### config.mk
export PLATFORM = sky130hd
export DESIGN_NAME = smb_timeout_mon
export DESIGN_NICKNAME = d
export VERILOG_FILES = /design/src/rtl/smb_to_pkg.sv /design/src/rtl/smb_to_tick.sv /design/src/rtl/smb_to_sync.sv /design/src/rtl/smb_to_win.sv /design/src/rtl/smb_to_ext.sv /design/src/rtl/smb_timeout_mon.sv
export SDC_FILE = /design/constraint.sdc
export NUM_CORES = 1
export LEC_CHECK = 0
export ABC_CLOCK_PERIOD_IN_PS = 3200
export CORE_MARGIN = 3
export CORE_UTILIZATION = 40
export DETAILED_ROUTE_END_ITERATION = 7
export PLACE_DENSITY = 0.59
export SLEW_MARGIN = 20
export SYNTH_ARGS = -nofsm -noshare
export SYNTH_HDL_FRONTEND = slang
export SYNTH_SLANG_ARGS = --single-unit
### constraint.sdc
create_clock -name clk -period 3.2 [get_ports clk]
set_input_delay 0.64 -clock clk [delete_from_list [all_inputs] [get_ports clk]]
set_output_delay 0.64 -clock clk [all_outputs]
set_load 0.005 [all_outputs]
### src/rtl/smb_to_pkg.sv
package smb_to_pkg;
    typedef enum logic [0:0] {WIN_WATCH, WIN_HELD} win_state_t;
    typedef enum logic [0:0] {EXT_COUNT, EXT_HELD} ext_state_t;
    typedef enum logic [1:0] {REC_IDLE, REC_STOP, REC_RELEASE} rec_state_t;
endpackage

### src/rtl/smb_to_tick.sv
// Free-running prescaler: one-cycle tick every div+1 clocks.
module smb_to_tick #(
    parameter int PRESC_W = 4
) (
    input  logic               clk,
    input  logic               rst_n,
    input  logic [PRESC_W-1:0] div,
    output logic               tick
);
    logic [PRESC_W-1:0] pcnt;

    assign tick = (pcnt >= div);

    always_ff @(posedge clk or negedge rst_n) begin
        if (!rst_n)    pcnt <= '0;
        else if (tick) pcnt <= '0;
        else           pcnt <= pcnt + 1'b1;
    end
endmodule

### src/rtl/smb_to_sync.sv
// Line synchronisers plus START / STOP detection on the synchronised lines.
module smb_to_sync #(
    parameter int STAGES = 2
) (
    input  logic clk,
    input  logic rst_n,
    input  logic scl_in,
    input  logic sda_in,
    output logic scl_s,
    output logic sda_s,
    output logic bus_edge
);
    localparam int NLINES = 2;

    logic [NLINES-1:0] raw;
    logic [NLINES-1:0] synced;
    logic              scl_d, sda_d;

    assign raw = {sda_in, scl_in};

    for (genvar g = 0; g < NLINES; g++) begin : g_line
        logic [STAGES-1:0] sr;
        always_ff @(posedge clk or negedge rst_n) begin
            if (!rst_n) sr <= '1;
            else        sr <= {sr[STAGES-2:0], raw[g]};
        end
        assign synced[g] = sr[STAGES-1];
    end

    assign scl_s = synced[0];
    assign sda_s = synced[1];

    always_ff @(posedge clk or negedge rst_n) begin
        if (!rst_n) begin
            scl_d <= 1'b1;
            sda_d <= 1'b1;
        end else begin
            scl_d <= scl_s;
            sda_d <= sda_s;
        end
    end

    // START: SDA falls with SCL high; STOP: SDA rises with SCL high.
    assign bus_edge = scl_s && scl_d && (sda_d != sda_s);
endmodule

### src/rtl/smb_to_win.sv
// Continuous-run timer against threshold A (SCL-low or bus-idle).
module smb_to_win
    import smb_to_pkg::*;
#(
    parameter int THR_W = 12
) (
    input  logic             clk,
    input  logic             rst_n,
    input  logic             tick,
    input  logic             en,
    input  logic             idle_mode,
    input  logic             scl_s,
    input  logic             sda_s,
    input  logic [THR_W-1:0] thr,
    output logic             fire
);
    localparam int CW = THR_W + 1;

    win_state_t       state_q, state_nx;
    logic [THR_W-1:0] cnt;
    logic [CW-1:0]    cnt_inc;
    logic             cond, reach, hit;

    assign cond    = en && (idle_mode ? (scl_s && sda_s) : !scl_s);
    assign cnt_inc = {1'b0, cnt} + CW'(1);
    assign reach   = (cnt_inc >= {1'b0, thr});
    assign hit     = (state_q == WIN_WATCH) && cond && tick && reach;

    always_comb begin
        state_nx = state_q;
        unique case (state_q)
            WIN_WATCH: if (hit)   state_nx = WIN_HELD;
            WIN_HELD:  if (!cond) state_nx = WIN_WATCH;
            default:              state_nx = WIN_WATCH;
        endcase
    end

    always_ff @(posedge clk or negedge rst_n) begin
        if (!rst_n) state_q <= WIN_WATCH;
        else        state_q <= state_nx;
    end

    always_ff @(posedge clk or negedge rst_n) begin
        if (!rst_n) begin
            cnt  <= '0;
            fire <= 1'b0;
        end else begin
            fire <= hit;
            if (!cond || hit || state_q == WIN_HELD) cnt <= '0;
            else if (tick)                           cnt <= cnt_inc[THR_W-1:0];
        end
    end
endmodule

### src/rtl/smb_to_ext.sv
// Cumulative clock-extend timer against threshold B.
module smb_to_ext
    import smb_to_pkg::*;
#(
    parameter int THR_W = 12
) (
    input  logic             clk,
    input  logic             rst_n,
    input  logic             tick,
    input  logic             en,
    input  logic             stretching,
    input  logic             bus_edge,
    input  logic [THR_W-1:0] thr,
    output logic             fire
);
    localparam int CW = THR_W + 1;

    ext_state_t       state_q, state_nx;
    logic [THR_W-1:0] acc;
    logic [CW-1:0]    acc_inc;
    logic             restart, step, hit;

    assign restart = bus_edge || !en;
    assign step    = stretching && tick && !restart;
    assign acc_inc = {1'b0, acc} + CW'(1);
    assign hit     = (state_q == EXT_COUNT) && step && (acc_inc >= {1'b0, thr});

    always_comb begin
        state_nx = state_q;
        unique case (state_q)
            EXT_COUNT: if (hit)     state_nx = EXT_HELD;
            EXT_HELD:  if (restart) state_nx = EXT_COUNT;
            default:                state_nx = EXT_COUNT;
        endcase
    end

    always_ff @(posedge clk or negedge rst_n) begin
        if (!rst_n) state_q <= EXT_COUNT;
        else        state_q <= state_nx;
    end

    always_ff @(posedge clk or negedge rst_n) begin
        if (!rst_n) begin
            acc  <= '0;
            fire <= 1'b0;
        end else begin
            fire <= hit;
            if (restart || hit || state_q == EXT_HELD) acc <= '0;
            else if (step)                             acc <= acc_inc[THR_W-1:0];
        end
    end
endmodule

### src/rtl/smb_timeout_mon.sv
module smb_timeout_mon
    import smb_to_pkg::*;
#(
    parameter int PRESC_W     = 4,
    parameter int THR_W       = 12,
    parameter int SYNC_STAGES = 2
) (
    input  logic               clk,
    input  logic               rst_n,
    input  logic               scl_in,
    input  logic               sda_in,
    input  logic [PRESC_W-1:0] presc_div,
    input  logic [THR_W-1:0]   thr_a,
    input  logic [THR_W-1:0]   thr_b,
    input  logic               idle_mode,
    input  logic               win_en,
    input  logic               ext_en,
    input  logic               err_ie,
    input  logic               is_master,
    input  logic               stretching,
    input  logic               flag_clr,
    output logic               timeout_flag,
    output logic               irq,
    output logic               stop_req,
    output logic               release_req
);
    logic       tick, scl_s, sda_s, bus_edge;
    logic       fire_a, fire_b, any_fire;
    rec_state_t rec_q, rec_nx;

    smb_to_tick #(.PRESC_W(PRESC_W)) u_tick (
        .clk(clk), .rst_n(rst_n), .div(presc_div), .tick(tick)
    );

    smb_to_sync #(.STAGES(SYNC_STAGES)) u_sync (
        .clk(clk), .rst_n(rst_n), .scl_in(scl_in), .sda_in(sda_in),
        .scl_s(scl_s), .sda_s(sda_s), .bus_edge(bus_edge)
    );

    smb_to_win #(.THR_W(THR_W)) u_win (
        .clk(clk), .rst_n(rst_n), .tick(tick), .en(win_en),
        .idle_mode(idle_mode), .scl_s(scl_s), .sda_s(sda_s),
        .thr(thr_a), .fire(fire_a)
    );

    smb_to_ext #(.THR_W(THR_W)) u_ext (
        .clk(clk), .rst_n(rst_n), .tick(tick), .en(ext_en),
        .stretching(stretching), .bus_edge(bus_edge),
        .thr(thr_b), .fire(fire_b)
    );

    assign any_fire = fire_a || fire_b;

    always_comb begin
        rec_nx = REC_IDLE;
        unique case (rec_q)
            REC_IDLE, REC_STOP, REC_RELEASE:
                if (any_fire) rec_nx = is_master ? REC_STOP : REC_RELEASE;
            default: rec_nx = REC_IDLE;
        endcase
    end

    always_ff @(posedge clk or negedge rst_n) begin
        if (!rst_n) rec_q <= REC_IDLE;
        else        rec_q <= rec_nx;
    end

    always_ff @(posedge clk or negedge rst_n) begin
        if (!rst_n)        timeout_flag <= 1'b0;
        else if (any_fire) timeout_flag <= 1'b1;
        else if (flag_clr) timeout_flag <= 1'b0;
    end

    always_comb begin
        stop_req    = (rec_q == REC_STOP);
        release_req = (rec_q == REC_RELEASE);
        irq         = timeout_flag && err_ie;
    end
endmodule

Word level (Yosys, flattened, before mapping). Cells that the tools add are included.

Reductions and logical operators: 27. Add/sub/neg operators: 3. $lt $le $gt $ge: 3. Bitwise gates (word level): 2. Muxes and demuxes: 17. Equal/unequal tests: 3.

Operators by type and width (count): 12-bit 2-to-1 mux (4); 12-bit by 1-bit adder with 13-bit output (second input constant) (2); 13-bit by 12-bit greater-or-equal comparator with 1-bit output (2); 1-bit logical AND (12); 1-bit 2-to-1 mux (7); 1-bit logical OR (6); 2-bit 2-to-1 mux (3); 2-bit nonzero test (3); 4-bit by 1-bit adder with 4-bit output (second input constant) (1); 4-bit greater-or-equal comparator (1); 1-bit logical NOT (4); 4-bit 2-to-1 mux (1); 1-bit case mux with 2 select lines (2); 3-bit OR reduction (1); 2-bit by 1-bit == test with 1-bit output (second input constant) (1); 2-bit == test (second input constant) (1); 2-bit logical NOT (1); 1-bit inverter (2); 1-bit inequality test (1).

Input bits: 39. Logic and storage cells: 68. Bits in registers: 41. Output and inout port bits: 4.

Depth between registers and ports, before layout. Gate-level depths: netlist of run 1.

Depth in word-level cells: 10. Mapped depth: 13. Gate-level depth less buffers: 12.

Modules after synthesis. From an unflattened synthesis of run 1, not the netlist that was laid out.

Cell total of the unflattened synthesis: 293. Area total of the unflattened synthesis: 2718.9 sq um.

By module, submodules not included: smb_to_win (times used 1, area each 1068.5 sq um, sequential area each 350.3 sq um, cells an instance 131); smb_to_ext (times used 1, area each 1056.0 sq um, sequential area each 350.3 sq um, cells an instance 115); smb_to_tick (times used 1, area each 284.0 sq um, sequential area each 100.1 sq um, cells an instance 27); smb_to_sync (times used 1, area each 172.7 sq um, sequential area each 157.7 sq um, cells an instance 8); smb_timeout_mon (times used 1, area each 137.6 sq um, sequential area each 75.1 sq um, cells an instance 12).

Least setup slack after synthesis of run 1. No wires, ideal clock.

Kind: register to register. From: register u_ext.acc[0]. To: register u_ext.acc[7]. Required time: 3136 ps. Cell stages (with the launch flop): 13. Path buffers: 1. Data arrival time: 2712 ps. Setup time: 64 ps. Path slack: 424 ps. Clock period less this slack: 2776 ps. Cells stage by stage: dfrtp_1 -> ha_1 -> nand3_1 -> or3_1 -> nand2_1 -> ha_1 -> a211oi_2 -> o211ai_1 -> a2111oi_4 -> nand4_2 -> buf_4 -> o21ai_0 -> a21o_1.

Word-level cells in the longest chain between the ends: 6. Elaborated cells between the ends (all ways): 8. Classes of those cells: add/sub (1); order compare (1); mux (2); reduce/logical (4).

Ends and longest elaborated chain: from (decl) (line smb_to_ext.sv:19) `logic [THR_W-1:0] acc;`; from (signal assigned) (line smb_to_ext.sv:49) `else if (step) acc <= acc_inc[THR_W-1:0];`; 12-bit by 1-bit adder with 13-bit output * (line smb_to_ext.sv:25) `assign acc_inc = {1'b0, acc} + CW'(1);`; 13-bit by 12-bit greater-or-equal comparator with 1-bit output (line smb_to_ext.sv:26) `assign hit = (state_q == EXT_COUNT) && step && (acc_inc >= {1'b0, thr});`; 1-bit logical AND (line smb_to_ext.sv:26); 1-bit logical OR (2 in a row) (line smb_to_ext.sv:48) `if (restart || hit || state_q == EXT_HELD) acc <= '0;`; 12-bit 2-to-1 mux or 2-bit nonzero test (tied branches).

Every way passes the cells marked *; elsewhere a longest branch is shown, timed or not. The select of a mux whose other input is x is not followed. A chain may end at the register's enable or synchronous reset.

Worst setup path in the final report of run 1.
From: register u_ext.acc[2]. To: register u_ext.acc[11].

Same word-level chain as after synthesis.

==> results of run 1 <==
-- what timing repair did --
action | 4_1_cts | 5_1_grt
endpoints found under the setup margin | 2 | 13
buffers inserted | 0 | 2
resized for setup | 1 | 6
pin swaps | 0 | 3
cloned | 0 | 1
-- final cells by class --
type,instances,share of cell area
Timing Repair Buffer,49,0.134
Clock buffer,6,0.0207
Multi-Input combinational cell,224,0.474
Tap cell,93,0.0332
Sequential cell,41,0.296
Clock inverter,2,0.0100
Inverter,31,0.0332
-- power by group --
| part | internal, W | leakage [nW] | switching (W) | total (W) |
|---|---|---|---|---|
| logic | 0.000156 | 1.18 | 0.000155 | 0.000311 |
| clock network | 0.000232 | 0.0552 | 0.000175 | 0.000406 |
| registers | 0.000554 | 0.545 | 0.0000339 | 0.000588 |
-- layer usage --
layer	wire, µm	vias to the layer above	global-route usage
met3	229	4	0.0326
met4	64	0	0.0536
met2	2730	51	0.251
li1	-	1165	-
met5	0	-	0
met1	2640	1059	0.181
-- worst max-delay path, delay by kind of cell, from the launching register on --
family	cells	cell delay [ns]
buffers and inverters	1	0.20
AO/OA/AOI/OAI	4	0.79
AND/OR/NAND/NOR	6	1.10
adder cells (fa/ha/maj)	1	0.25
flip-flops	1	0.44
XOR/XNOR	1	0.17
-- logic make-up (layout without fill, tap and decap cells) --
group	count (synthesis)	after routing	synth area share
simple gates	110	111	0.211
compound gates	63	63	0.166
buf+inv	37	88	0.0547
xor+xnor	16	16	0.0498
fa+ha+maj	33	33	0.147
mux	1	1	0.00401
flops	41	41	0.368
-- through the flow --
| step | total power, W | utilization | setup TNS [ns] |
|---|---|---|---|
| 6_report | 0.00130 | 0.533 | 0 |
| 5_1_grt | 0.00139 | 0.533 | -0.00355 |
| 4_1_cts | 0.00132 | 0.527 | 0 |
| 3_5_place_dp | 0.000901 | 0.509 | -0.0219 |
| 3_3_place_gp | 0.000895 | 0.509 | 0 |
| 2_1_floorplan | 0.000794 | - | 0 |
-- final timing paths --
check | end | slack, ns | cells past startpoint
worst max-delay path | u_ext.acc[11] | 0.18 | 13
worst min-delay path | u_sync.g_line[1].sr[1] | 0.36 | 0
worst max register to register | u_ext.acc[11] | 0.18 | 13
worst min register to register | u_sync.g_line[1].sr[1] | 0.36 | 0
max in group asynchronous | u_ext.acc[0] | 2.11 | 1
min in group asynchronous | u_tick.pcnt[2] | 0.47 | 1
-- registers in the layout (all words and copies together) (netlist names) --
name,count
u_ext.state_q,1
u_sync.sda_d,1
u_sync.g_line.sr,4
u_ext.fire,1
rec_q,2
u_win.state_q,1
u_ext.acc,12
u_tick.pcnt,4
u_win.cnt,12
u_sync.scl_d,1
timeout_flag,1
u_win.fire,1
-- placed cells by master (no fill, tap or decap), types with 3 or more instances in the layout --
| cell | instances |
|---|---|
| dfrtp_1 | 34 |
| a22o_1 | 10 |
| ha_1 | 33 |
| nor3_1 | 4 |
| inv_1 | 31 |
| or3_1 | 3 |
| xor2_1 | 6 |
| clkdlybuf4s50_1 | 41 |
| dfstp_2 | 6 |
| nand4_1 | 7 |
| nand2b_1 | 9 |
| buf_4 | 7 |
| o21ai_0 | 10 |
| xnor2_1 | 10 |
| nor2_1 | 20 |
| nand2_1 | 21 |
| and3_1 | 8 |
| a21o_1 | 11 |
| a21oi_1 | 16 |
| nand3_1 | 19 |
| nor2b_1 | 5 |
| clkbuf_8 | 5 |
==> flow_metrics.tcl, run 1 <==
set metrics [dict create \
    post-synth-top-count-cell "dfrtp_1" \
    hold_ws_ns 0.358 \
    grt_pass1_vias 2220 \
    finalClockSkew_ns 0.00698 \
    io_pins 43 \
    clkTransAtPathRegs_ns 0.08 \
    wl_per_cell_um 12.7 \
    synth_edf_count 0 \
    hp-class "reg -> reg" \
    fp.coreArea_mm2 0.00657 \
    critPathLaunch "u_ext.acc[2]" \
    cap_violations 0 \
    ys_top_cells_by_area "dfrtp_1, ha_1, dfstp_2" \
    path_cells "nand3_1 > nor3_2 > and3_1 > and3_1 > xor2_1 > ha_1 > nand3_1 > a21oi_1 > a2111oi_4 > buf_4 > nand4_4 > o21ai_1 > a21o_1" \
    grt_max_degree 42 \
    insertion_delay_ns 0.29 \
    crit_path_end_kind "flop" \
    clock-sinks 41 \
    peakVddDrop_mv 0.244 \
    fillers 634 \
    cp_slowest_cell "dfrtp_1" \
    register_area_mm2 0.00103 \
    grt-ovfl-total 0 \
    cp-start-kind "flop" \
    grt_use_total 0.147 \
    dieHeight_um 89.8 \
    root_buffer "clkbuf_8" \
    yosysTopAreaCell "dfrtp_1" \
    worst_slew_pin_slew_ns 1.08 \
    synth-seq-cells 41 \
    worstPathArrival_ns 3.24 \
    port_buffers 42 \
    cp.required_ns 3.43 \
    multiInputGateArea_mm2 0.00166 \
    hold_buffers 0 \
    dpl.hpwl_mm 4.36 \
    finalMaxSlewViolations 0 \
    cellLeakagePower_nw 1.78 \
    hold_path_startpoint "u_sync.g_line[1].sr[0]" \
    post_route_cells_drive_above_1_share 0.105 \
    finalWirelength_mm 5.67 \
    ant_nets 0 \
    cts_buffer_depth 2 \
    synthArstFlopShare 1.00 \
    synth.cells.most_frequent "dfrtp_1, ha_1, inv_1" \
    crit_type "reg -> reg" \
    area_growth_pct 24.5 \
    dr.pass1.iters 4 \
    synth_top_area_share 0.312 \
    final_nets 424 \
    cts_buffers 5 \
    slew-limit-headroom 0.280 \
    power_density_mw_per_mm2 373 \
    finalCritPeriodShare 0.942 \
    timing_hold_violations_final 0 \
    status "complete, no violations" \
    post_dp_cell_area_mm2 0.00334 \
    grt_pass1_wl_mm 9.83 \
    r2r_start "u_ext.acc[2]" \
    max_stage_delay_ns 0.44 \
    placed_cells 435 \
    synthCells 301 \
    vias_per_cell 5.11 \
    dp_slack_ns -0.0219 \
    std_cell_rows 29 \
    synth_area_mm2 0.00281 \
    worst_slack_ns 0.185 \
    drc 0 \
    num_antenna_cells 0 \
    cts_tree "built" \
    die_w_um 89.8 \
    final_cell_area_mm2 0.00350 \
    fmax_mhz 332 \
    htree_num_levels 2 \
    finalSetupViolCount 0 \
    min_period_ns 3.02 \
    synth_ff_type "dfrtp_1" \
    gp_congestion 0.760 \
    drtIter0Drc 67 \
    yosysWarningCount 0 \
    synth_cell_type_count 43 \
    antenna_found_initial 0 \
    final_cells 446 \
    vias 2279 \
    synth_area_per_cell_um2 9.34 \
    initial_utilization 0.428 \
    path_max_fanout 6 \
    synth-seq-area-share 0.368 \
    die_area_mm2 0.00807 \
    syn-num-nets 373 \
]
Note: power is estimated with default switching activity, not from simulation.
==> inputs of run 2 (changes only) <==
- CAP_MARGIN: not set -> 25
- MAX_ROUTING_LAYER: not set -> met4
==> run 2 against run 1 <==
Net effect:
- register-to-register slack about the same
- cell count stayed put
- clock-buffer cell count unchanged
- utilization stayed put
- clock skew hardly changed
- via count decreased by 0.48%
- largest cell class unchanged
- wire length about the same
- power hardly changed
==> flow_metrics.tcl, run 2 (synthesis results as in run 1) <==
set metrics [dict create \
    status "complete, no violations" \
    crit_path_end_kind "flop" \
    worst_slew_pin_slew_ns 1.08 \
    cellLeakagePower_nw 1.78 \
    post_route_cells_drive_above_1_share 0.105 \
    worstPathArrival_ns 3.24 \
    hp-class "reg -> reg" \
    dieHeight_um 89.8 \
    port_buffers 42 \
    peakVddDrop_mv 0.244 \
    drc 0 \
    min_path_cells 0 \
    grt_max_degree 42 \
    root_buffer "clkbuf_8" \
    slew-limit-headroom 0.280 \
    clock-sinks 41 \
    crit_cells 13 \
    critPathBufInv 1 \
    cp.required_ns 3.43 \
    fin_util 0.533 \
    std_cell_rows 29 \
    min_period_ns 3.02 \
    clkTransAtPathRegs_ns 0.08 \
    final_nets 424 \
    cp-start-kind "flop" \
    finalWirelength_mm 5.67 \
    drtIter0Drc 81 \
    max_stage_delay_ns 0.44 \
    io_pins 43 \
    power_density_mw_per_mm2 373 \
    initial_utilization 0.428 \
    largestRegisters "u_ext.acc (12), u_win.cnt (12)" \
    vias 2268 \
    dp_slack_ns -0.0219 \
    insertion_delay_ns 0.29 \
    gp_congestion 0.770 \
    die_w_um 89.8 \
    path_cells "nand3_1 > nor3_2 > and3_1 > and3_1 > xor2_1 > ha_1 > nand3_1 > a21oi_1 > a2111oi_4 > buf_4 > nand4_4 > o21ai_1 > a21o_1" \
    fillers 634 \
    num_antenna_cells 0 \
    final_cells 446 \
    die_area_mm2 0.00807 \
    dr.pass1.iters 4 \
    ant_nets 0 \
    final_cell_mix "clkdlybuf4s50_1, dfrtp_1, ha_1" \
    worst_slack_ns 0.185 \
    fmax_mhz 332 \
    hold_buffers 0 \
    area_growth_pct 24.5 \
    cap_violations 0 \
    cp_slowest_cell "dfrtp_1" \
    dpl.hpwl_mm 4.36 \
    wl_per_cell_um 12.7 \
    reg2reg_depth 13 \
    grt-ovfl-total 0 \
    finalMaxSlewViolations 0 \
    timing_hold_violations_final 0 \
    cts_buffers 5 \
    finalClockSkew_ns 0.00692 \
    htree_num_levels 2 \
    path_max_fanout 6 \
    placed_cells 435 \
    cts_tree "built" \
    grt_pass1_wl_mm 9.85 \
    layout_commonest_cell "clkdlybuf4s50_1" \
    fp.coreArea_mm2 0.00657 \
    vias_per_cell 5.09 \
    critPathTopFamily "simple AND/OR/NAND/NOR gates" \
    finalSetupViolCount 0 \
    grt_pass1_vias 2208 \
    antenna_found_initial 0 \
    cts_buffer_depth 2 \
    crit_type "reg -> reg" \
    finalCritPeriodShare 0.942 \
    grt_use_total 0.151 \
]
## run 2: cell counts in the layout (fill, tap and decap cells not counted)
No cell type changed its count.
## run 2: final timing paths
check	startpoint	to	slack, ns
worst max-delay path	u_ext.acc[2]	u_ext.acc[11]	0.18
min in group asynchronous	rst_n	u_tick.pcnt[2]	0.47
max in group asynchronous	rst_n	u_ext.acc[0]	2.11
worst min register to register	u_sync.g_line[1].sr[0]	u_sync.g_line[1].sr[1]	0.36
worst max register to register	u_ext.acc[2]	u_ext.acc[11]	0.18
worst min-delay path	u_sync.g_line[1].sr[0]	u_sync.g_line[1].sr[1]	0.36
## run 2: layer usage
layer	GRT usage	vias to the layer above	wire [µm]	part of all wire
met5	-	-	0	0
met4	0.0536	0	70	0.012
met3	0.0326	4	205	0.036
met2	0.251	43	2730	0.48
met1	0.181	1057	2660	0.47
li1	-	1164	-	-
## run 2: per-stage QoR
stage | power (W) | setup TNS (ns) | cell area, µm² | hold WS [ns]
after floorplan | 0.000794 | 0 | 2810 | 0.344
after global placement | 0.000895 | 0 | 3340 | 0.346
after detailed placement | 0.000901 | -0.0219 | 3340 | 0.347
after CTS | 0.00132 | 0 | 3460 | 0.359
after global routing | 0.00139 | -0.00355 | 3500 | 0.360
final | 0.00131 | 0 | 3500 | 0.358
## run 2: final cells by class
type | instances | area [µm²] | share of cell area
clock inverters | 2 | 35.0 | 0.0100
flip-flops and latches | 41 | 1030 | 0.296
repair buffers | 49 | 468 | 0.134
multi-input cells | 224 | 1660 | 0.474
inverters | 31 | 116 | 0.0332
well taps | 93 | 116 | 0.0332
clock buffers | 6 | 72.6 | 0.0207
## run 2: timing repair
item                                    CTS  global route
pin swaps                                 0             3
buffers inserted                          0             2
endpoints found under the setup margin    2            13
gates resized for setup                   1             6
gates cloned                              0             1
## run 2: power by group
part,leakage (nW),internal [W],switching [W]
registers,0.545,0.000554,0.0000338
logic,1.18,0.000156,0.000155
clock network,0.0552,0.000232,0.000176
==> inputs of run 3 (changes only) <==
- HOLD_SLACK_MARGIN: not set -> 0.03
==> results of run 3 <==
Same layout as run 2: the final DEF is identical, and so are final timing and power.
